`config.mk`:
```
export PLATFORM = sky130hd
export DESIGN_NAME = regbus_xcvr
export DESIGN_NICKNAME = d
export VERILOG_FILES = /design/src/rtl/xcvr_pkg.sv /design/src/rtl/xcvr_ab_reg.sv /design/src/rtl/xcvr_ba_chain.sv /design/src/rtl/xcvr_ba_out.sv /design/src/rtl/regbus_xcvr.sv
export SDC_FILE = /design/constraint.sdc
export NUM_CORES = 1
export LEC_CHECK = 0
export BUFFER_PORTS_ARGS = -buffer_cell sky130_fd_sc_hd__buf_4
export CAP_MARGIN = 10
export CORE_MARGIN = 4
export CORE_UTILIZATION = 27
export DETAILED_ROUTE_END_ITERATION = 12
export PLACE_DENSITY = 0.54
export SLEW_MARGIN = 20
export SYNTH_ARGS = -nofsm -noshare
export SYNTH_HDL_FRONTEND = slang
export SYNTH_SLANG_ARGS = --single-unit
```
`constraint.sdc`:
```
create_clock -name clk -period 1.3 [get_ports clk]
set_input_delay 0.26 -clock clk [delete_from_list [all_inputs] [get_ports clk]]
set_output_delay 0.26 -clock clk [all_outputs]
set_load 0.02 [all_outputs]
```
`src/rtl/xcvr_pkg.sv`:
```
package xcvr_pkg;
    // Route taken by the B-to-A output register when it loads.
    typedef enum logic {
        ROUTE_CHAIN  = 1'b0,
        ROUTE_DIRECT = 1'b1
    } route_e;

    localparam int unsigned XCVR_WIDTH = 18;
    localparam int unsigned XCVR_CHAIN = 3;
endpackage

```
`src/rtl/xcvr_ab_reg.sv`:
```
module xcvr_ab_reg #(
    parameter int unsigned W = 18
) (
    input  logic         clk,
    input  logic         rst_n,
    input  logic         stb,
    input  logic         ce_n,
    input  logic [W-1:0] d,
    output logic [W-1:0] q
);
    logic load;
    assign load = stb & ~ce_n;

    always_ff @(posedge clk or negedge rst_n) begin
        if (!rst_n)
            q <= '0;
        else if (load)
            q <= d;
    end

    // enabled strobe captures the input word
    a_r2_load: assert property (@(posedge clk) disable iff (!rst_n)
        (stb && !ce_n) |=> q == $past(d));
    // no enabled strobe, no change
    a_r3_hold: assert property (@(posedge clk) disable iff (!rst_n)
        !(stb && !ce_n) |=> $stable(q));
endmodule

```
`src/rtl/xcvr_ba_chain.sv`:
```
module xcvr_ba_chain #(
    parameter int unsigned W     = 18,
    parameter int unsigned DEPTH = 3
) (
    input  logic         clk,
    input  logic         rst_n,
    input  logic         stb,
    input  logic         ce_n,
    input  logic [W-1:0] d,
    output logic [W-1:0] tail
);
    localparam int unsigned LAST = DEPTH - 1;

    logic [DEPTH-1:0][W-1:0] place;
    logic                    shift;
    assign shift = stb & ~ce_n;

    genvar k;
    generate
        for (k = 0; k < DEPTH; k++) begin : g_place
            if (k == 0) begin : g_head
                always_ff @(posedge clk or negedge rst_n) begin
                    if (!rst_n)
                        place[0] <= '0;
                    else if (shift)
                        place[0] <= d;
                end
            end else begin : g_body
                always_ff @(posedge clk or negedge rst_n) begin
                    if (!rst_n)
                        place[k] <= '0;
                    else if (shift)
                        place[k] <= place[k-1];
                end
            end
        end
    endgenerate

    assign tail = place[LAST];

    // an enabled shift puts the input word into place 0
    a_r5_head: assert property (@(posedge clk) disable iff (!rst_n)
        (stb && !ce_n) |=> place[0] == $past(d));
    // and moves the older head one place on
    a_r5_walk: assert property (@(posedge clk) disable iff (!rst_n)
        (stb && !ce_n) |=> place[DEPTH-1:1] == $past(place[DEPTH-2:0]));
    // without an enabled shift the chain is frozen
    a_r6_chain_frozen: assert property (@(posedge clk) disable iff (!rst_n)
        !(stb && !ce_n) |=> $stable(place));
endmodule

```
`src/rtl/xcvr_ba_out.sv`:
```
module xcvr_ba_out
    import xcvr_pkg::*;
#(
    parameter int unsigned W = 18
) (
    input  logic         clk,
    input  logic         rst_n,
    input  logic         stb,
    input  logic         ce_n,
    input  logic         direct,
    input  logic [W-1:0] b_word,
    input  logic [W-1:0] chain_tail,
    output logic [W-1:0] q
);
    route_e       route;
    logic [W-1:0] pick;
    logic         load;

    assign route = route_e'(direct);
    assign load  = stb & ~ce_n;

    always_comb begin
        unique case (route)
            ROUTE_DIRECT: pick = b_word;
            ROUTE_CHAIN:  pick = chain_tail;
            default:      pick = chain_tail;
        endcase
    end

    always_ff @(posedge clk or negedge rst_n) begin
        if (!rst_n)
            q <= '0;
        else if (load)
            q <= pick;
    end

    // direct route loads the B word
    a_r4_direct: assert property (@(posedge clk) disable iff (!rst_n)
        (stb && !ce_n && direct) |=> q == $past(b_word));
    // chained route takes place 2 as it stood before the edge
    a_r8_old_tail: assert property (@(posedge clk) disable iff (!rst_n)
        (stb && !ce_n && !direct) |=> q == $past(chain_tail));
    // output held without an enabled strobe
    a_r6_out_hold: assert property (@(posedge clk) disable iff (!rst_n)
        !(stb && !ce_n) |=> $stable(q));
endmodule

```
`src/rtl/regbus_xcvr.sv`:
```
module regbus_xcvr
    import xcvr_pkg::*;
#(
    parameter int unsigned WIDTH = XCVR_WIDTH,
    parameter int unsigned CHAIN = XCVR_CHAIN
) (
    input  logic             clk,
    input  logic             rst_n,
    input  logic [WIDTH-1:0] a_in,
    input  logic             ab_stb,
    input  logic             ab_ce_n,
    input  logic             ab_oe_n,
    input  logic [WIDTH-1:0] b_in,
    input  logic             ba_shift_stb,
    input  logic             ba_out_stb,
    input  logic             ba_ce_n,
    input  logic             ba_oe_n,
    input  logic             ba_direct,
    output logic [WIDTH-1:0] a_out,
    output logic             a_drv,
    output logic [WIDTH-1:0] b_out,
    output logic             b_drv
);
    logic [WIDTH-1:0] tail_w;

    xcvr_ab_reg #(.W(WIDTH)) u_ab (
        .clk  (clk),
        .rst_n(rst_n),
        .stb  (ab_stb),
        .ce_n (ab_ce_n),
        .d    (a_in),
        .q    (b_out)
    );

    xcvr_ba_chain #(.W(WIDTH), .DEPTH(CHAIN)) u_chain (
        .clk  (clk),
        .rst_n(rst_n),
        .stb  (ba_shift_stb),
        .ce_n (ba_ce_n),
        .d    (b_in),
        .tail (tail_w)
    );

    xcvr_ba_out #(.W(WIDTH)) u_out (
        .clk       (clk),
        .rst_n     (rst_n),
        .stb       (ba_out_stb),
        .ce_n      (ba_ce_n),
        .direct    (ba_direct),
        .b_word    (b_in),
        .chain_tail(tail_w),
        .q         (a_out)
    );

    // drive flags follow the active-low enables
    assign b_drv = ~ab_oe_n;
    assign a_drv = ~ba_oe_n;

    // outputs leave reset cleared
    a_r1_reset_clear: assert property (@(posedge clk)
        $rose(rst_n) |-> (a_out == '0 && b_out == '0));
endmodule

```
==> flow_summary.rst <==
.. list-table::
   :header-rows: 1

   * - Metric
     - Value
   * - Status
     - complete, no violations
   * - Critical-path maximum fanout
     - 2
   * - Slowest CP cell
     - dfrtp_1
   * - CTS Root Cell
     - clkbuf_16
   * - Clock network fraction of total power
     - 33.8%
   * - Final Worst Setup Slack
     - 153 ps
   * - Clock network latency to the later pin of the worst-skew pair
     - 340 ps
   * - XOR/XNOR Fraction of Synth Area
     - 0%
   * - Predominant post-synthesis flop cell
     - dfrtp_1
   * - Slew at the pin with the worst max-slew slack
     - 239 ps
   * - Fraction of layout instances using a drive strength above 1
     - 69.5%
   * - Post-synthesis instance area
     - 3670 um2
   * - MaxCap Viol Count
     - 0
   * - Cell taking the most area after synthesis
     - dfrtp_1
   * - Row Count
     - 42
   * - Cells after Synth
     - 215
   * - Final hold vios
     - 0
   * - Count of final max-slew check failures
     - 0
   * - Final weighted congestion of routability-driven global placement
     - 0.640
   * - Remaining antenna violation count
     - 0
   * - Leakage dissipation
     - 2.22 nW
   * - Area added between synthesis and finish
     - 34.5%
   * - Maximum number of pins on one net before global-route repair
     - 34
   * - Total Wirelength
     - 7000 um
   * - Combinational group share of total power
     - 22.4%
   * - Width of the die
     - 125 um
   * - CP Data Required Time
     - 1040 ps
   * - Most common cell in the netlist
     - dfrtp_1
   * - DRC errors left
     - 0
   * - Average wire length per cell after detail routing
     - 14.4 um
   * - DRC marker count from the first detailed-route iteration
     - 79
   * - Total global-route track usage
     - 9.72%
   * - Setup repair after global routing missed its margin
     - no
   * - Ys async rst share
     - 100%
   * - Overall overflow remaining after global route
     - 0
   * - Portion of synthesized cell area occupied by the leading cell type
     - 61.4%
   * - Synthesis warning total
     - 0
   * - Critical path startpoint category
     - flop
   * - Switching fraction of total power
     - 25.1%
   * - Initial core utilization
     - 27.6%
   * - Post-synthesis net count
     - 261
   * - Fraction of the mapped netlist area in compound gates
     - 0%
   * - Die outline area
     - 15,500 um2
   * - Most instantiated cells after synthesis
     - 90 x dfrtp_1, 88 x mux2_2, 20 x mux2_4
   * - Worst Setup Path Type
     - reg -> out
   * - Avg Vias per Cell
     - 4.16
   * - Placeable core area
     - 13,300 um2
   * - Count of port buffers added during placement
     - 83
   * - Signal arrival time at the worst endpoint
     - 890 ps
   * - Dominant combinational cell family by area after synthesis
     - multiplexers
   * - Multi-input combinational cell area
     - 1320 um2
   * - Post-Place Cell Area
     - 4590 um2
   * - Post_cts resized
     - 0
   * - Placement-stage worst setup slack
     - 11.1 ps
   * - Number of sinks handled by clock tree synthesis
     - 90
   * - Max IR drop VDD
     - 0.639 mV
   * - Setup clock skew after layout
     - 4.68 ps
   * - Io pins
     - 84
   * - Switching component of the power
     - 2.18 mW
   * - Clock tree from TritonCTS
     - yes
   * - Number of buffers inserted for hold repair after clock tree synthesis
     - 1
   * - Post-CTS Repair Setup Buffers
     - 0
   * - Part of the power in registers
     - 43.8%
   * - H-tree depth
     - 3
   * - Worst rel slew slack
     - 84.1%
   * - Part of the Yosys area used for sequential elements
     - 61.4%
   * - Clock buffers created by TritonCTS
     - 9
   * - Post-synthesis mux area share
     - 35.2%
   * - Initial antenna violation count
     - 0
   * - Total of flip-flops plus latches after synthesis
     - 90
   * - Setup TNS
     - 0 ps
   * - Cell type group with the largest total delay on the critical path
     - flip-flops
   * - # setup viols final
     - 0
   * - Adder-cell share of the synthesized area
     - 0%
   * - Critical path buffer and inverter count
     - 1
   * - Maximum cell stage delay along the critical path
     - 390 ps
   * - Number of antenna cells inserted
     - 0
   * - Basic-gate share of the synthesized area counting and, or, nand and nor cells
     - 0.512%
   * - Endpoint type of the worst setup path
     - primary output
   * - Filler cells
     - 1,280
   * - Number of nets in the final layout
     - 353
   * - Vias in the first global route
     - 2,250
   * - Class of the tightest hold or removal check
     - in -> reg
   * - Cell area after layout
     - 4930 um2
   * - Routed via count
     - 2,026
   * - Count of distinct cell types in the synthesized netlist
     - 9
   * - Die H
     - 125 um
   * - Wire length of the first global-routing pass
     - 11,900 um
   * - Maximum buffer depth of the clock tree
     - 2
   * - HPWL reported at the end of detailed placement
     - 5010 um
   * - Number of synthesized flops with an enable pin
     - 0
   * - Cell chain of the critical path
     - buf_4
   * - Number of detailed-routing iterations run before antenna repair
     - 4
   * - Cell Int Power
     - 6.49 mW
   * - Main area contributors after synthesis
     - dfrtp_1 61%, mux2_2 27%, mux2_4 8.2%
   * - Storage cell area
     - 2250 um2
   * - Peak Freq
     - 872 MHz
   * - Period utilisation layout
     - 88.2%
   * - Minimum clock period
     - 1150 ps
   * - Post-route total power
     - 8.67 mW
   * - Clock slew at the register clock pins of the worst setup and hold paths
     - 60 ps
   * - Avg Cell Area, Syn
     - 17.1 um2
   * - Power density of the placed cells
     - 1760 nW/um2
==> layer usage <==
layer	vias to the layer above	GRT usage, %	routed length (um)
met1	1026	12.4	3140
met3	14	4.07	445
li1	942	-	-
met5	-	0	0
met4	0	4.45	146
met2	44	14.3	3270
==> kinds of logic (layout without fill, tap and decap cells) <==
| family | Yosys count | in the layout |
|---|---|---|
| mux | 108 | 108 |
| flops | 90 | 90 |
| buf+inv | 14 | 110 |
| simple gates | 3 | 3 |
==> cell type report <==
| type | instances | share of cell area (%) |
|---|---|---|
| clock inverters | 5 | 2.11 |
| inverters | 2 | 0.152 |
| multi-input cells | 111 | 26.8 |
| well taps | 176 | 4.46 |
| flip-flops and latches | 90 | 45.7 |
| clock buffers | 10 | 4.64 |
| repair buffers | 93 | 16.2 |
==> stage by stage <==
stage	utilization (%)	hold WS, ps	cells
after detailed placement	34.5	113	471
after global routing	37.1	138	487
after CTS	37.1	138	487
after floorplan	-	-35.6	215
after global placement	34.5	111	471
final	37.1	150	487
==> power by group through the flow <==
stage | Combinational (mW) | Sequential, mW | Clock (mW)
after global placement | 1.94 | 3.84 | 0
after detailed placement | 1.98 | 3.86 | 0
final | 1.94 | 3.80 | 2.93
after CTS | 1.99 | 3.81 | 3.02
after floorplan | 0.911 | 4.08 | 0
after global routing | 2.09 | 3.90 | 3.15
==> worst paths after layout <==
path | startpoint | to | slack (ps) | depth (start not counted)
setup / recovery | u_ab.q[4]$_DFFE_PN0P_ | b_out[4] | 150 | 1
hold / removal | a_in[7] | u_ab.q[7]$_DFFE_PN0P_ | 150 | 2
setup reg to reg | u_chain.tail[13]$_DFFE_PN0P_ | u_out.q[13]$_DFFE_PN0P_ | 270 | 2
hold reg to reg | u_chain.place[12]$_DFFE_PN0P_ | u_chain.place[12]$_DFFE_PN0P_ | 500 | 1
max in group asynchronous | rst_n | u_ab.q[12]$_DFFE_PN0P_ | 530 | 3
min in group asynchronous | rst_n | u_out.q[15]$_DFFE_PN0P_ | 290 | 2
==> layout by cell type, fill, tap and decap left out <==
| master | netlist | layout |
|---|---|---|
| dlygate4sd3_1 | 0 | 1 |
| clkinv_2 | 0 | 1 |
| buf_4 | 7 | 84 |
| inv_1 | 2 | 2 |
| buf_12 | 1 | 8 |
| clkinv_4 | 0 | 1 |
| mux2_2 | 88 | 88 |
| nor2b_2 | 0 | 1 |
| nor2b_1 | 3 | 1 |
| mux2_4 | 20 | 20 |
| clkbuf_16 | 0 | 9 |
| dfrtp_1 | 90 | 90 |
| nor2b_4 | 0 | 1 |
| bufinv_16 | 0 | 3 |
| clkbuf_1 | 0 | 1 |
==> sequential cells by signal (all words and copies together), names as in the netlist <==
name           flops
u_out.q           18
u_chain.tail      18
u_chain.place     36
u_ab.q            18
(Power assumes the default switching activity.)
